==> config.mk <==
export PLATFORM = sky130hd
export DESIGN_NAME = wdog_twostage
export DESIGN_NICKNAME = d
export VERILOG_FILES = /design/src/rtl/wdog_pkg.sv /design/src/rtl/wdog_cfg.sv /design/src/rtl/wdog_core.sv /design/src/rtl/wdog_rdmux.sv /design/src/rtl/wdog_twostage.sv
export SDC_FILE = /design/constraint.sdc
export NUM_CORES = 1
export LEC_CHECK = 0
export ABC_AREA = 0
export BUFFER_PORTS_ARGS = -buffer_cell sky130_fd_sc_hd__buf_2
export CELL_PAD_IN_SITES_DETAIL_PLACEMENT = 1
export CELL_PAD_IN_SITES_GLOBAL_PLACEMENT = 1
export CORE_ASPECT_RATIO = 1.75
export CORE_MARGIN = 5
export CORE_UTILIZATION = 39
export DETAILED_ROUTE_END_ITERATION = 10
export PLACE_DENSITY_LB_ADDON = 0.1
export SLEW_MARGIN = 20
export SYNTH_ARGS = -nofsm -noshare
export SYNTH_HDL_FRONTEND = slang
export SYNTH_SLANG_ARGS = --single-unit
==> constraint.sdc <==
create_clock -name clk -period 2.05 [get_ports clk]
set_input_delay 0.205 -clock clk [delete_from_list [all_inputs] [get_ports clk]]
set_output_delay 0.205 -clock clk [all_outputs]
set_load 0.05 [all_outputs]
==> src/rtl/wdog_pkg.sv <==
package wdog_pkg;
    localparam int ADDR_W = 12;
    localparam logic [ADDR_W-1:0] OFF_RELOAD = 12'h000;
    localparam logic [ADDR_W-1:0] OFF_COUNT  = 12'h004;
    localparam logic [ADDR_W-1:0] OFF_CTRL   = 12'h008;
    localparam logic [ADDR_W-1:0] OFF_ICLR   = 12'h00C;
    localparam logic [ADDR_W-1:0] OFF_RAW    = 12'h010;
    localparam logic [ADDR_W-1:0] OFF_MASKED = 12'h014;
    localparam logic [ADDR_W-1:0] OFF_KEY    = 12'hC00;
    localparam int CTRL_RUN_BIT = 0;
    localparam int CTRL_RST_BIT = 1;
endpackage

==> src/rtl/wdog_cfg.sv <==
module wdog_cfg
    import wdog_pkg::*;
#(
    parameter int DW = 32,
    parameter logic [DW-1:0] KEY = 32'h1ACCE551
) (
    input  logic              clk,
    input  logic              rst_n,
    input  logic [ADDR_W-1:0] addr,
    input  logic              we,
    input  logic [DW-1:0]     wdata,
    output logic [DW-1:0]     reload_q,
    output logic [1:0]        ctrl_q,
    output logic              locked_q,
    output logic              restart_o,
    output logic [DW-1:0]     restart_val_o,
    output logic              clr_o
);
    typedef struct packed {
        logic [DW-1:0] reload;
        logic [1:0]    ctrl;
        logic          locked;
    } cfg_t;

    cfg_t cur_q, nxt_d;
    logic wr_ok;

    always_comb begin
        nxt_d         = cur_q;
        wr_ok         = we && !cur_q.locked;
        restart_o     = 1'b0;
        clr_o         = 1'b0;
        restart_val_o = cur_q.reload;
        if (we && addr == OFF_KEY) begin
            nxt_d.locked = (wdata != KEY);
        end
        if (wr_ok) begin
            unique case (addr)
                OFF_RELOAD: begin
                    nxt_d.reload  = (wdata == '0) ? DW'(1) : wdata;
                    restart_o     = 1'b1;
                    restart_val_o = nxt_d.reload;
                end
                OFF_CTRL: nxt_d.ctrl = wdata[1:0];
                OFF_ICLR: begin
                    clr_o     = 1'b1;
                    restart_o = 1'b1;
                end
                default: ;
            endcase
        end
    end

    always_ff @(posedge clk or negedge rst_n) begin
        if (!rst_n) begin
            cur_q.reload <= '1;
            cur_q.ctrl   <= '0;
            cur_q.locked <= 1'b1;
        end else begin
            cur_q <= nxt_d;
        end
    end

    assign reload_q = cur_q.reload;
    assign ctrl_q   = cur_q.ctrl;
    assign locked_q = cur_q.locked;

    assert_locked_hold_R3: assert property (@(posedge clk) disable iff (!rst_n)
        (locked_q && we && addr != OFF_KEY) |=> ($stable(reload_q) && $stable(ctrl_q)));

    assert_key_result_R2: assert property (@(posedge clk) disable iff (!rst_n)
        (we && addr == OFF_KEY) |=> (locked_q == ($past(wdata) != KEY)));

    assert_reload_nonzero_R7: assert property (@(posedge clk) disable iff (!rst_n)
        reload_q != '0);
endmodule

==> src/rtl/wdog_core.sv <==
module wdog_core #(
    parameter int CW = 32
) (
    input  logic          clk,
    input  logic          rst_n,
    input  logic          tick,
    input  logic          run,
    input  logic          rst_en,
    input  logic [CW-1:0] reload,
    input  logic          restart,
    input  logic [CW-1:0] restart_val,
    input  logic          clr,
    output logic [CW-1:0] cnt_q,
    output logic          raw_q,
    output logic          rst_q
);
    typedef struct packed {
        logic [CW-1:0] cnt;
        logic          raw;
        logic          rst;
    } core_t;

    core_t cur_q, nxt_d;

    always_comb begin
        nxt_d = cur_q;
        if (restart) begin
            nxt_d.cnt = restart_val;
            if (clr) nxt_d.raw = 1'b0;
        end else if (run && tick) begin
            if (cur_q.cnt == '0) begin
                nxt_d.cnt = reload;
                nxt_d.raw = 1'b1;
                if (cur_q.raw && rst_en) nxt_d.rst = 1'b1;
            end else begin
                nxt_d.cnt = cur_q.cnt - CW'(1);
            end
        end
    end

    always_ff @(posedge clk or negedge rst_n) begin
        if (!rst_n) begin
            cur_q.cnt <= '1;
            cur_q.raw <= 1'b0;
            cur_q.rst <= 1'b0;
        end else begin
            cur_q <= nxt_d;
        end
    end

    assign cnt_q = cur_q.cnt;
    assign raw_q = cur_q.raw;
    assign rst_q = cur_q.rst;

    assert_count_hold_R4: assert property (@(posedge clk) disable iff (!rst_n)
        (!restart && !(run && tick)) |=> $stable(cnt_q));

    assert_clear_wins_R8: assert property (@(posedge clk) disable iff (!rst_n)
        clr |=> !raw_q);

    assert_restart_load_R7: assert property (@(posedge clk) disable iff (!rst_n)
        restart |=> (cnt_q == $past(restart_val)));

    assert_rst_sticky_R6: assert property (@(posedge clk) disable iff (!rst_n)
        rst_q |=> rst_q);

    assert_rst_cause_R6: assert property (@(posedge clk) disable iff (!rst_n)
        $rose(rst_q) |-> $past(raw_q && rst_en && run && tick));

    assert_expiry_sets_raw_R5: assert property (@(posedge clk) disable iff (!rst_n)
        (!restart && run && tick && cnt_q == '0) |=> (raw_q && cnt_q == $past(reload)));
endmodule

==> src/rtl/wdog_rdmux.sv <==
module wdog_rdmux
    import wdog_pkg::*;
#(
    parameter int DW = 32
) (
    input  logic [ADDR_W-1:0] addr,
    input  logic [DW-1:0]     reload,
    input  logic [DW-1:0]     cnt,
    input  logic [1:0]        ctrl,
    input  logic              raw,
    input  logic              locked,
    output logic [DW-1:0]     rdata
);
    always_comb begin
        unique case (addr)
            OFF_RELOAD: rdata = reload;
            OFF_COUNT:  rdata = cnt;
            OFF_CTRL:   rdata = {{(DW-2){1'b0}}, ctrl};
            OFF_RAW:    rdata = {{(DW-1){1'b0}}, raw};
            OFF_MASKED: rdata = {{(DW-1){1'b0}}, raw & ctrl[CTRL_RUN_BIT]};
            OFF_KEY:    rdata = {{(DW-1){1'b0}}, locked};
            default:    rdata = '0;
        endcase
    end
endmodule

==> src/rtl/wdog_twostage.sv <==
module wdog_twostage
    import wdog_pkg::*;
#(
    parameter int DW = 32,
    parameter logic [DW-1:0] KEY = 32'h1ACCE551
) (
    input  logic              clk,
    input  logic              rst_n,
    input  logic [ADDR_W-1:0] bus_addr,
    input  logic              bus_we,
    input  logic [DW-1:0]     bus_wdata,
    output logic [DW-1:0]     bus_rdata,
    input  logic              cnt_tick,
    output logic              irq_o,
    output logic              sys_rst_o
);
    logic [DW-1:0] reload_w, restart_val_w, cnt_w;
    logic [1:0]    ctrl_w;
    logic          locked_w, restart_w, clr_w, raw_w, rst_w;

    wdog_cfg #(.DW(DW), .KEY(KEY)) u_cfg (
        .clk(clk), .rst_n(rst_n), .addr(bus_addr), .we(bus_we), .wdata(bus_wdata),
        .reload_q(reload_w), .ctrl_q(ctrl_w), .locked_q(locked_w),
        .restart_o(restart_w), .restart_val_o(restart_val_w), .clr_o(clr_w)
    );

    wdog_core #(.CW(DW)) u_core (
        .clk(clk), .rst_n(rst_n), .tick(cnt_tick),
        .run(ctrl_w[CTRL_RUN_BIT]), .rst_en(ctrl_w[CTRL_RST_BIT]),
        .reload(reload_w), .restart(restart_w), .restart_val(restart_val_w),
        .clr(clr_w), .cnt_q(cnt_w), .raw_q(raw_w), .rst_q(rst_w)
    );

    wdog_rdmux #(.DW(DW)) u_rd (
        .addr(bus_addr), .reload(reload_w), .cnt(cnt_w), .ctrl(ctrl_w),
        .raw(raw_w), .locked(locked_w), .rdata(bus_rdata)
    );

    assign irq_o     = raw_w & ctrl_w[CTRL_RUN_BIT];
    assign sys_rst_o = rst_w;

    assert_irq_needs_pending_R9: assert property (@(posedge clk) disable iff (!rst_n)
        irq_o |-> (raw_w && !(bus_addr == OFF_MASKED && bus_rdata[0] == 1'b0)));
endmodule

; ---- Yosys cells after proc, flatten, opt, wreduce, memory -nomap -nowiden
; Index checks and enable logic that the tools add are counted.
[totals]
output_inout_bits = 34
in_bits = 48
register_bits = 69
mem_bits_ro = 0
memories = 0
wordCells = 45
ramBits = 0
latch_bits = 0
[classes]
addsub = 1
bitwise = 2
order_cmp = 0
n_div = 0
shift = 0
n_mux = 14
n_mul = 0
n_reduce_logical = 14
n_eq_ne = 8
[op_table]
columns = op, count
row1 = $pmux 32 s6, 1
row2 = $mux 32, 4
row3 = $logic_not 32->1, 2
row4 = $mux 34, 1
row5 = $mux 33, 1
row6 = $ne 32x29->1 const B, 1
row7 = $sub 32x1->32 const B, 1
row8 = $eq 12x4->1 const B, 2
row9 = $eq 12x5->1 const B, 2
row10 = $eq 12x12->1 const B, 1
row11 = $eq 12x3->1 const B, 1
row12 = $logic_not 12->1, 1
row13 = $mux 1, 6
row14 = $logic_and 1x1->1, 4
row15 = $reduce_and 4->1, 1
row16 = $reduce_bool 2->1, 2
row17 = $reduce_and 3->1, 1
row18 = $mux 2, 1
row19 = $ne 2x1->1 const B, 1
row20 = $reduce_and 2->1, 1
row21 = $reduce_or 2->1, 1
row22 = $and 1x1->1, 1
row23 = $logic_not 1->1, 1
row24 = $not 1->1, 1

; ---- Logic depth before layout (Yosys ltp)
; Gate-level depths: netlist (run 1).
[depth]
word_depth = 6
depth_mapped = 10
mapped_depth_nobuf = 8

; ---- By module
; From an unflattened synthesis (run 1), not the netlist that was laid out.
[unflattened]
cells_unflattened = 436
hier_area_um2 = 4653.2
[by_module_without_submodules]
columns = mod, cells_each, area_each_um2, seq_area_each_um2, instances
row1 = wdog_core, 270, 2432.3, 890.9, 1
row2 = wdog_cfg, 107, 1684.1, 917.1, 1
row3 = wdog_rdmux, 58, 530.5, 0.0, 1
row4 = wdog_twostage, 1, 6.3, 0.0, 1

; ---- Least setup slack after synthesis (run 1)
; OpenSTA, ideal clock, no wires.
[synth_path]
path_kind = input-to-output
from = in bus_addr[1]
to = out bus_rdata[0]
cell_stages = 7
t_arrival_ns = 1.922
required_time_ns = 1.845
path_buffers = 2
slack_ns = -0.077
cell_sequence = nor4_1 -> and3_1 -> and3_1 -> clkbuf_1 -> clkbuf_1 -> nand2_1 -> o211ai_1
[synth_via]
elab_chain_cells = 2
word_cells_on_any_way = 7
cone_classes = 5 x eq/ne / 1 x mux / 1 x reduce/logical
[synth_rtl]
columns = item, line_no
row1 = "start, declared", wdog_twostage.sv:9  ; input logic [ADDR_W-1:0] bus_addr,
row2 = $eq 12x12->1 (tied with other cells), wdog_rdmux.sv:15  ; unique case (addr)
row3 = $pmux 32 s6 *, wdog_rdmux.sv:15
row4 = "end, declared", wdog_twostage.sv:12  ; output logic [DW-1:0] bus_rdata,
; Every way passes the cells marked *; elsewhere a longest branch is shown, timed or not.

; ---- Worst setup path in the final report (run 1)
[layout_path]
from = reg, netlist name u_core.cnt_q[0]
to = reg, netlist name u_core.cnt_q[14]
[layout_via]
elab_chain_cells = 4
word_cells_on_any_way = 5
cone_classes = 1 x add/sub / 3 x mux / 1 x reduce/logical
[layout_rtl]
columns = item, line_no
row1 = $sub 32x1->32 / $logic_not 32->1 (equally long branches), "wdog_core.sv:36, wdog_core.sv:31"
row2 = $mux 32 *, wdog_core.sv:31  ; if (cur_q.cnt == '0) begin
row3 = $mux 34 *, wdog_core.sv:30  ; end else if (run && tick) begin
row4 = $mux 33 *, wdog_core.sv:27  ; if (restart) begin
; Every way passes the cells marked *; elsewhere a longest branch is shown, timed or not. The select of a mux whose other input is x is not followed.
; A chain may end at the register's enable or synchronous reset.

==> results of run 1 <==
## per-layer routing
| layer | part of all wire [%] | vias up |
|---|---|---|
| met5 | 0 | - |
| met4 | 3.6 | 0 |
| met3 | 5.1 | 39 |
| met2 | 55 | 140 |
| met1 | 37 | 2361 |
| li1 | - | 2100 |
## registers in the layout (all words and copies together) (netlist names)
signal and count:
u_cfg.reload_q 32, u_cfg.ctrl_q 2, u_cfg.locked_q 1, u_core.rst_q 1
u_core.raw_q 1, u_core.cnt_q 32
## per-stage QoR
step | setup TNS [ns] | total power (µW) | instances
2_1_floorplan | 0 | 1720 | 487
3_3_place_gp | -0.839 | 2020 | 740
3_5_place_dp | -0.885 | 2040 | 740
4_1_cts | -0.0369 | 3550 | 758
5_1_grt | -0.264 | 3740 | 760
6_report | -0.0433 | 3590 | 760
## cell type report
type | instances | area, µm² | area share, %
clock buffer | 12 | 256 | 4.12
sequential | 69 | 1810 | 29.0
clock inverter | 2 | 10.0 | 0.161
inverter | 6 | 22.5 | 0.362
timing repair buffer | 160 | 1170 | 18.8
multi-input combinational | 376 | 2790 | 44.8
tap | 135 | 169 | 2.71
## logic make-up (layout without fill, tap and decap cells)
group	count (synthesis)	count (layout)	share of synthesized area (%)
simple gates	206	206	25.1
xor+xnor	17	17	3.27
mux	40	40	9.66
compound gates	111	111	17.6
fa+ha+maj	2	2	0.549
flops	69	69	39.7
buf+inv	42	180	4.20
## critical path: stages (launching register included)
cell	delay, ns
sky130_fd_sc_hd__dfstp_2	0.54
sky130_fd_sc_hd__inv_2	0.05
sky130_fd_sc_hd__ha_4	0.16
sky130_fd_sc_hd__nor4b_4	0.13
sky130_fd_sc_hd__nand4_1	0.15
sky130_fd_sc_hd__mux2i_1	0.28
sky130_fd_sc_hd__o21ai_1	0.10
sky130_fd_sc_hd__a221o_1	0.32
sky130_fd_sc_hd__mux2_2	0.29
## path summary, 6_finish.rpt
kind,to
min in group asynchronous,u_core.rst_q
hold reg to reg,u_core.rst_q
setup reg to reg,u_core.cnt_q[14]
setup / recovery,u_core.cnt_q[14]
max in group asynchronous,u_core.cnt_q[18]
hold / removal,u_cfg.locked_q
## power groups by stage
stage | clock [µW] | combinational [µW] | sequential [µW]
floorplan | 0 | 303 | 1420
global placement | 0 | 607 | 1420
detailed placement | 0 | 621 | 1420
CTS | 1480 | 662 | 1400
global route | 1560 | 781 | 1400
finish | 1460 | 730 | 1400
## cells in the final DEF, fill, tap and decap left out, types with 4 or more instances in the layout
cell type	instances
sky130_fd_sc_hd__a22o_1	10
sky130_fd_sc_hd__or2_2	4
sky130_fd_sc_hd__a21oi_1	15
sky130_fd_sc_hd__dfrtp_1	4
sky130_fd_sc_hd__nand3_1	39
sky130_fd_sc_hd__dfstp_2	65
sky130_fd_sc_hd__buf_2	75
sky130_fd_sc_hd__o21ai_0	13
sky130_fd_sc_hd__buf_12	11
sky130_fd_sc_hd__nor3_1	8
sky130_fd_sc_hd__xor2_1	7
sky130_fd_sc_hd__or3_1	6
sky130_fd_sc_hd__nand2_1	46
sky130_fd_sc_hd__mux2i_1	8
sky130_fd_sc_hd__a22o_2	20
sky130_fd_sc_hd__nor2_1	27
sky130_fd_sc_hd__nor4_1	11
sky130_fd_sc_hd__and3_1	9
sky130_fd_sc_hd__nor3_2	5
sky130_fd_sc_hd__o211ai_1	23
sky130_fd_sc_hd__inv_1	4
sky130_fd_sc_hd__clkbuf_16	9
sky130_fd_sc_hd__a211o_1	4
sky130_fd_sc_hd__nor4_4	6
sky130_fd_sc_hd__mux2_2	32
sky130_fd_sc_hd__nor3_4	4
sky130_fd_sc_hd__xnor2_1	10
sky130_fd_sc_hd__o21ai_1	5
sky130_fd_sc_hd__nand4_1	9
sky130_fd_sc_hd__buf_4	67
sky130_fd_sc_hd__buf_6	5
## timing repair
action                                  CTS  global route
hold endpoints to repair                  4             0
setup buffers                             3             2
pin swaps                                 4            14
endpoints found under the setup margin   27            54
hold buffers                              1             0
gates resized for setup                  22            39
==> metrics.txt, run 1 <==
# TYPE chip_impl_metric gauge
chip_impl_metric{name="insertedDiodeCount",unit=""} 0
chip_impl_info{name="violations",value="negative setup slack"} 1
chip_impl_info{name="synth.area.top_cells",value="sky130_fd_sc_hd__dfstp_2 (37%), sky130_fd_sc_hd__mux2_2 (7.9%), sky130_fd_sc_hd__a22o_1 (5.8%)"} 1
chip_impl_metric{name="ys_types",unit=""} 61
chip_impl_metric{name="drc_errors_left",unit=""} 0
chip_impl_metric{name="relative_contribution_of_the_clock_network_to_total_power",unit="%"} 40.7
chip_impl_metric{name="number_of_vias_per_cell",unit=""} 6.11
chip_impl_metric{name="start_util",unit="%"} 39.6
chip_impl_metric{name="max_slew_violation_count",unit=""} 0
chip_impl_metric{name="min_period_over_period",unit="%"} 102
chip_impl_metric{name="fill_cells",unit=""} 1327
chip_impl_metric{name="reg2regPathDepth",unit=""} 8
chip_impl_info{name="tritoncts",value="yes"} 1
chip_impl_metric{name="met2_usage",unit="%"} 47.0
chip_impl_metric{name="synthesis.nets",unit=""} 537
chip_impl_metric{name="grt_antenna_before_repair",unit=""} 0
chip_impl_metric{name="dieArea",unit="µm²"} 14000
chip_impl_metric{name="final_nets",unit=""} 672
chip_impl_info{name="clk_tree_root_cell",value="sky130_fd_sc_hd__clkbuf_16"} 1
chip_impl_metric{name="grt_start_max_net_pins",unit=""} 70
chip_impl_metric{name="synth_edf_count",unit=""} 0
chip_impl_metric{name="p_seq_share",unit="%"} 39.0
chip_impl_metric{name="hold-path-cell-count",unit=""} 2
chip_impl_metric{name="antenna_left",unit=""} 0
chip_impl_info{name="run_status",value="complete, but fails checks"} 1
chip_impl_metric{name="maximum_clock_skew_at_final_layout",unit="ns"} 0.00809
chip_impl_metric{name="globalRouteTotalUtil",unit="%"} 25.6
chip_impl_metric{name="drive_above_1_share",unit="%"} 53.8
chip_impl_metric{name="syn2layout_area_growth",unit="%"} 36.6
chip_impl_metric{name="grt.met3_usage",unit="%"} 4.43
chip_impl_info{name="synthTopCellsByCount",value="sky130_fd_sc_hd__dfstp_2 (65), sky130_fd_sc_hd__nand2_1 (46), sky130_fd_sc_hd__nand3_1 (39)"} 1
chip_impl_metric{name="synth.top_cell.area_share",unit="%"} 37.5
chip_impl_info{name="worst_min_delay_path_class",value="in2reg"} 1
chip_impl_metric{name="vdd_ir_drop_max",unit="V"} 0.000423
chip_impl_metric{name="switching_share",unit="%"} 27.9
chip_impl_info{name="r2r-start",value="u_core.cnt_q[0]"} 1
chip_impl_metric{name="power.static_leakage",unit="µW"} 0.00276
chip_impl_metric{name="coreArea",unit="µm²"} 11500
chip_impl_metric{name="actual_slew_at_the_worst_max_slew_pin",unit="ns"} 0.470
chip_impl_metric{name="grt_first_pass_wirelength",unit="µm"} 27900
chip_impl_metric{name="cts_made_buffers",unit=""} 9
chip_impl_info{name="setup.worst_path.end_class",value="flop"} 1
chip_impl_metric{name="slew_headroom",unit="%"} 68.6
chip_impl_info{name="post-synth-top-count-cell",value="sky130_fd_sc_hd__dfstp_2"} 1
chip_impl_metric{name="yosysWarningCount",unit=""} 0
chip_impl_metric{name="max_freq",unit="MHz"} 478
chip_impl_metric{name="ys_seq_elements",unit=""} 69
chip_impl_metric{name="proportion_of_synthesized_chip_area_in_sequential_cells",unit="%"} 39.7
chip_impl_metric{name="vias",unit=""} 4640
chip_impl_metric{name="timing.hold.ws",unit="ns"} 0.0545
chip_impl_metric{name="pre_cts_ws",unit="ns"} -0.146
chip_impl_metric{name="clkLatencyLatePin",unit="ns"} 0.34
chip_impl_info{name="unrepaired_setup_endpoints_after_global_routing",value="yes"} 1
chip_impl_metric{name="crit_arrival",unit="ns"} 2.36
chip_impl_metric{name="cts.path.max_buffers",unit=""} 2
chip_impl_metric{name="layout_min_cycle_time",unit="ns"} 2.09
chip_impl_metric{name="power.density_cell_area",unit="nW/µm²"} 576
chip_impl_metric{name="drtPass1Iterations",unit=""} 4
chip_impl_metric{name="setup_violations",unit=""} 1
chip_impl_metric{name="dp_hpwl",unit="µm"} 13000
chip_impl_metric{name="vias_in_the_first_global_route",unit=""} 5068
chip_impl_metric{name="power_frac_comb",unit="%"} 20.3
chip_impl_metric{name="number_of_h_tree_levels",unit=""} 3
chip_impl_metric{name="synthesis.instances",unit=""} 487
chip_impl_info{name="cell_taking_the_most_area_after_synthesis",value="sky130_fd_sc_hd__dfstp_2"} 1
chip_impl_metric{name="drv_cap",unit=""} 0
chip_impl_info{name="cp-start-kind",value="flop"} 1
chip_impl_metric{name="grt_use_met1",unit="%"} 28.9
chip_impl_metric{name="gr-total-overflow",unit=""} 0
chip_impl_info{name="dominantRegCellSynth",value="sky130_fd_sc_hd__dfstp_2"} 1
chip_impl_metric{name="switchingPower",unit="µW"} 1000
chip_impl_metric{name="finalCoreUtilization",unit="%"} 54.1
chip_impl_metric{name="drt-total-wl",unit="µm"} 18200
chip_impl_metric{name="critical_path_peak_fanout",unit=""} 3
chip_impl_metric{name="intPower",unit="µW"} 2590
chip_impl_metric{name="routability_driven_placement_congestion_ratio",unit=""} 0.966
chip_impl_metric{name="worst_ep_required_time",unit="ns"} 2.31
chip_impl_metric{name="syn-cell-area",unit="µm²"} 4560
chip_impl_info{name="worstSetupStartpoint",value="u_core.cnt_q[0]"} 1
chip_impl_metric{name="r2r_slack",unit="ns"} -0.04
chip_impl_metric{name="stdcell_area",unit="µm²"} 6230
chip_impl_metric{name="wire_per_inst",unit="µm"} 23.9
chip_impl_info{name="busiest_layer",value="met2"} 1
chip_impl_info{name="min_from",value="bus_we"} 1
chip_impl_metric{name="top_level_ports",unit=""} 82
chip_impl_metric{name="post-route-worst-setup-slack",unit="ns"} -0.0433
chip_impl_metric{name="dpl-instance-area",unit="µm²"} 5670
chip_impl_metric{name="port-buffer-count",unit=""} 81
chip_impl_metric{name="drtIter0Drc",unit=""} 246
chip_impl_metric{name="placementRows",unit=""} 52
chip_impl_metric{name="async_reset_ff_share",unit="%"} 100
chip_impl_metric{name="synth.avg_cell_area",unit="µm²"} 9.36
chip_impl_info{name="critical_path_class",value="reg2reg"} 1
chip_impl_metric{name="die_height",unit="µm"} 153
chip_impl_metric{name="cts_clock_pin_slew_for_the_worst_setup_and_hold_paths",unit="ns"} 0.06
chip_impl_metric{name="chipWidth",unit="µm"} 91.7
chip_impl_metric{name="clock_sink_total",unit=""} 69
chip_impl_metric{name="hold_viol_final",unit=""} 0
Power figures use the tool's default switching activity.
==> run 2: changes to the inputs <==
--- a/config.mk
+++ b/config.mk
@@ -13,7 +13,7 @@
 export CORE_MARGIN = 5
 export CORE_UTILIZATION = 39
 export DETAILED_ROUTE_END_ITERATION = 10
-export PLACE_DENSITY_LB_ADDON = 0.1
+export PLACE_DENSITY = 0.89
 export SLEW_MARGIN = 20
 export SYNTH_ARGS = -nofsm -noshare
 export SYNTH_HDL_FRONTEND = slang
==> run 2 against run 1 <==
Against the previous run:
- the flow still finishes with violations (negative setup slack)
- register-to-register slack worse by 0.28 ns
- first-iteration DRC count grew 110%
- setup slack got worse by 0.28 ns
- non-clock buffer count increased by 2
- sequential cell count did not move
- sequential power is essentially flat
==> metrics.txt, run 2 (synthesis gave the netlist of run 1 again) <==
# TYPE chip_impl_metric gauge
chip_impl_info{name="run_status",value="complete, but fails checks"} 1
chip_impl_info{name="violations",value="negative setup slack"} 1
chip_impl_metric{name="power_frac_comb",unit="%"} 21.7
chip_impl_metric{name="number_of_vias_per_cell",unit=""} 6.92
chip_impl_metric{name="cp.buffers_inverters",unit=""} 2
chip_impl_metric{name="start_util",unit="%"} 39.6
chip_impl_metric{name="wire_per_inst",unit="µm"} 29.2
chip_impl_metric{name="clock_sink_total",unit=""} 69
chip_impl_metric{name="actual_slew_at_the_worst_max_slew_pin",unit="ns"} 0.751
chip_impl_metric{name="gr-total-overflow",unit=""} 0
chip_impl_metric{name="maximum_clock_skew_at_final_layout",unit="ns"} 0.00521
chip_impl_metric{name="relative_contribution_of_the_clock_network_to_total_power",unit="%"} 42.4
chip_impl_metric{name="max_freq",unit="MHz"} 422
chip_impl_info{name="critical-path-slowest-cell",value="sky130_fd_sc_hd__or4b_4"} 1
chip_impl_metric{name="hold-path-cell-count",unit=""} 2
chip_impl_metric{name="sequential_cell_area",unit="µm²"} 1810
chip_impl_metric{name="multi_input_area",unit="µm²"} 2820
chip_impl_metric{name="crit_path_max_incr_delay",unit="ns"} 0.49
chip_impl_metric{name="insertedDiodeCount",unit=""} 0
chip_impl_metric{name="number_of_h_tree_levels",unit=""} 3
chip_impl_info{name="tritoncts",value="yes"} 1
chip_impl_metric{name="dieArea",unit="µm²"} 14000
chip_impl_metric{name="final_nets",unit=""} 674
chip_impl_info{name="clk_tree_root_cell",value="sky130_fd_sc_hd__clkbuf_16"} 1
chip_impl_metric{name="max_slew_violation_count",unit=""} 0
chip_impl_metric{name="drt-total-wl",unit="µm"} 22300
chip_impl_info{name="unrepaired_setup_endpoints_after_global_routing",value="yes"} 1
chip_impl_metric{name="vdd_ir_drop_max",unit="V"} 0.000535
chip_impl_metric{name="post-layout-total-power",unit="µW"} 3890
chip_impl_metric{name="p_seq_share",unit="%"} 35.9
chip_impl_metric{name="placementRows",unit=""} 52
chip_impl_metric{name="top_level_ports",unit=""} 82
chip_impl_metric{name="drive_above_1_share",unit="%"} 55.8
chip_impl_metric{name="post-route-worst-setup-slack",unit="ns"} -0.321
chip_impl_metric{name="antenna_left",unit=""} 0
chip_impl_metric{name="layout_min_cycle_time",unit="ns"} 2.37
chip_impl_metric{name="switchingPower",unit="µW"} 1110
chip_impl_metric{name="intPower",unit="µW"} 2790
chip_impl_metric{name="slew_headroom",unit="%"} 49.9
chip_impl_metric{name="cts.path.max_buffers",unit=""} 2
chip_impl_metric{name="vias_in_the_first_global_route",unit=""} 5815
chip_impl_metric{name="vias",unit=""} 5284
chip_impl_metric{name="switching_share",unit="%"} 28.4
chip_impl_info{name="critical_path_class",value="reg2reg"} 1
chip_impl_metric{name="setup_violations",unit=""} 24
chip_impl_info{name="final_common_cell",value="sky130_fd_sc_hd__buf_4"} 1
chip_impl_metric{name="drtIter0Drc",unit=""} 515
chip_impl_info{name="min_from",value="bus_we"} 1
chip_impl_metric{name="clkLatencyLatePin",unit="ns"} 0.34
chip_impl_metric{name="die_height",unit="µm"} 153
chip_impl_metric{name="grt_antenna_before_repair",unit=""} 0
chip_impl_metric{name="r2r_slack",unit="ns"} -0.32
chip_impl_metric{name="power.density_cell_area",unit="nW/µm²"} 618
chip_impl_metric{name="dp_hpwl",unit="µm"} 13700
chip_impl_metric{name="globalRouteTotalUtil",unit="%"} 29.0
chip_impl_metric{name="drtPass1Iterations",unit=""} 6
chip_impl_metric{name="port-buffer-count",unit=""} 81
chip_impl_metric{name="worst_ep_required_time",unit="ns"} 2.31
chip_impl_metric{name="drc_errors_left",unit=""} 0
chip_impl_info{name="worst_min_delay_path_class",value="in2reg"} 1
chip_impl_metric{name="coreArea",unit="µm²"} 11500
chip_impl_metric{name="grt_start_max_net_pins",unit=""} 45
chip_impl_metric{name="finalCoreUtilization",unit="%"} 54.8
chip_impl_info{name="cp-start-kind",value="flop"} 1
chip_impl_metric{name="number_of_non_filler_instances_in_the_completed_layout",unit=""} 764
chip_impl_metric{name="reg2regPathDepth",unit=""} 9
chip_impl_metric{name="chipWidth",unit="µm"} 91.7
chip_impl_metric{name="hold_viol_final",unit=""} 0
chip_impl_metric{name="power.static_leakage",unit="µW"} 0.00276
chip_impl_metric{name="pre_cts_ws",unit="ns"} -0.166
chip_impl_info{name="critical_path.cell_chain",value="inv_2 -> ha_4 -> or4b_4 -> buf_8 -> nor4_1 -> xnor2_1 -> nand2_1 -> o211ai_1 -> nand3_1"} 1
chip_impl_info{name="worstReg2RegEnd",value="u_core.cnt_q[10]"} 1
chip_impl_metric{name="critical_path_peak_fanout",unit=""} 10
chip_impl_info{name="endpoint_with_the_worst_hold_slack",value="u_cfg.locked_q"} 1
chip_impl_metric{name="syn2layout_area_growth",unit="%"} 38.3
chip_impl_info{name="setup.worst_path.end_class",value="flop"} 1
chip_impl_metric{name="cts_clock_pin_slew_for_the_worst_setup_and_hold_paths",unit="ns"} 0.06
chip_impl_info{name="r2r-start",value="u_core.cnt_q[1]"} 1
chip_impl_metric{name="placed_cell_count",unit=""} 736
chip_impl_metric{name="cts_made_buffers",unit=""} 9
chip_impl_metric{name="routability_driven_placement_congestion_ratio",unit=""} 0.906
chip_impl_metric{name="grt_first_pass_wirelength",unit="µm"} 31900
chip_impl_metric{name="fill_cells",unit=""} 1286
chip_impl_info{name="most-common-layout-cells",value="sky130_fd_sc_hd__buf_4 (75), sky130_fd_sc_hd__dfstp_2 (65), sky130_fd_sc_hd__buf_2 (61)"} 1
chip_impl_info{name="worstSetupStartpoint",value="u_core.cnt_q[1]"} 1
chip_impl_metric{name="crit_arrival",unit="ns"} 2.63
chip_impl_metric{name="min_period_over_period",unit="%"} 116
chip_impl_metric{name="drv_cap",unit=""} 0
chip_impl_info{name="timing.critical_path.max_delay_family",value="simple AND/OR/NAND/NOR gates"} 1
==> run 2: power groups by stage <==
stage | clock network, µW | logic [µW] | registers (µW)
2_1_floorplan | 0 | 303 | 1420
3_3_place_gp | 0 | 593 | 1420
3_5_place_dp | 0 | 623 | 1420
4_1_cts | 1650 | 699 | 1400
5_1_grt | 1710 | 877 | 1400
6_report | 1650 | 845 | 1400
==> run 2: worst max path at each step <==
stage | slack [ns] | depth (start not counted) | to
4_1_cts | -0.02 | 8 | u_core.cnt_q[14]
3_5_place_dp | -0.17 | 8 | u_core.cnt_q[14]
2_1_floorplan | 0.01 | 7 | bus_rdata[0]
3_3_place_gp | -0.04 | 9 | u_core.cnt_q[29]
6_report | -0.32 | 9 | u_core.cnt_q[10]
5_1_grt | -0.37 | 9 | u_core.cnt_q[10]
==> run 2: through the flow <==
stage	hold slack, ns	setup TNS (ns)	area [µm²]
finish	0.0677	-1.43	6310
floorplan	-0.0906	0	4580
detailed placement	0.280	-1.16	5570
CTS	0.0713	-0.0191	6080
global route	0.0839	-2.87	6310
global placement	0.270	-0.122	5570
==> run 2: layer usage <==
| layer | up-vias | global-route usage, % | wire (µm) |
|---|---|---|---|
| li1 | 2109 | - | - |
| met1 | 2608 | 30.1 | 7520 |
| met2 | 411 | 51.0 | 11200 |
| met3 | 156 | 5.71 | 1760 |
| met4 | 0 | 21.0 | 1840 |
| met5 | - | 0 | 0 |
==> run 2: final cells by class <==
cell class	count	share of cell area, %
Multi-Input combinational cell	376	44.7
Sequential cell	69	28.7
Timing Repair Buffer	162	18.7
Clock buffer	13	4.29
Tap cell	135	2.68
Clock inverter	3	0.675
Inverter	6	0.357
==> run 2: repair_timing <==
item / in CTS / in global routing
pin swaps: 9 / 19
hold buffers: 1 / 0
endpoints found under the setup margin: 46 / 59
cloned: 1 / 1
gates resized for setup: 44 / 53
endpoints found under the hold margin: 4 / 0
setup buffers: 4 / 5
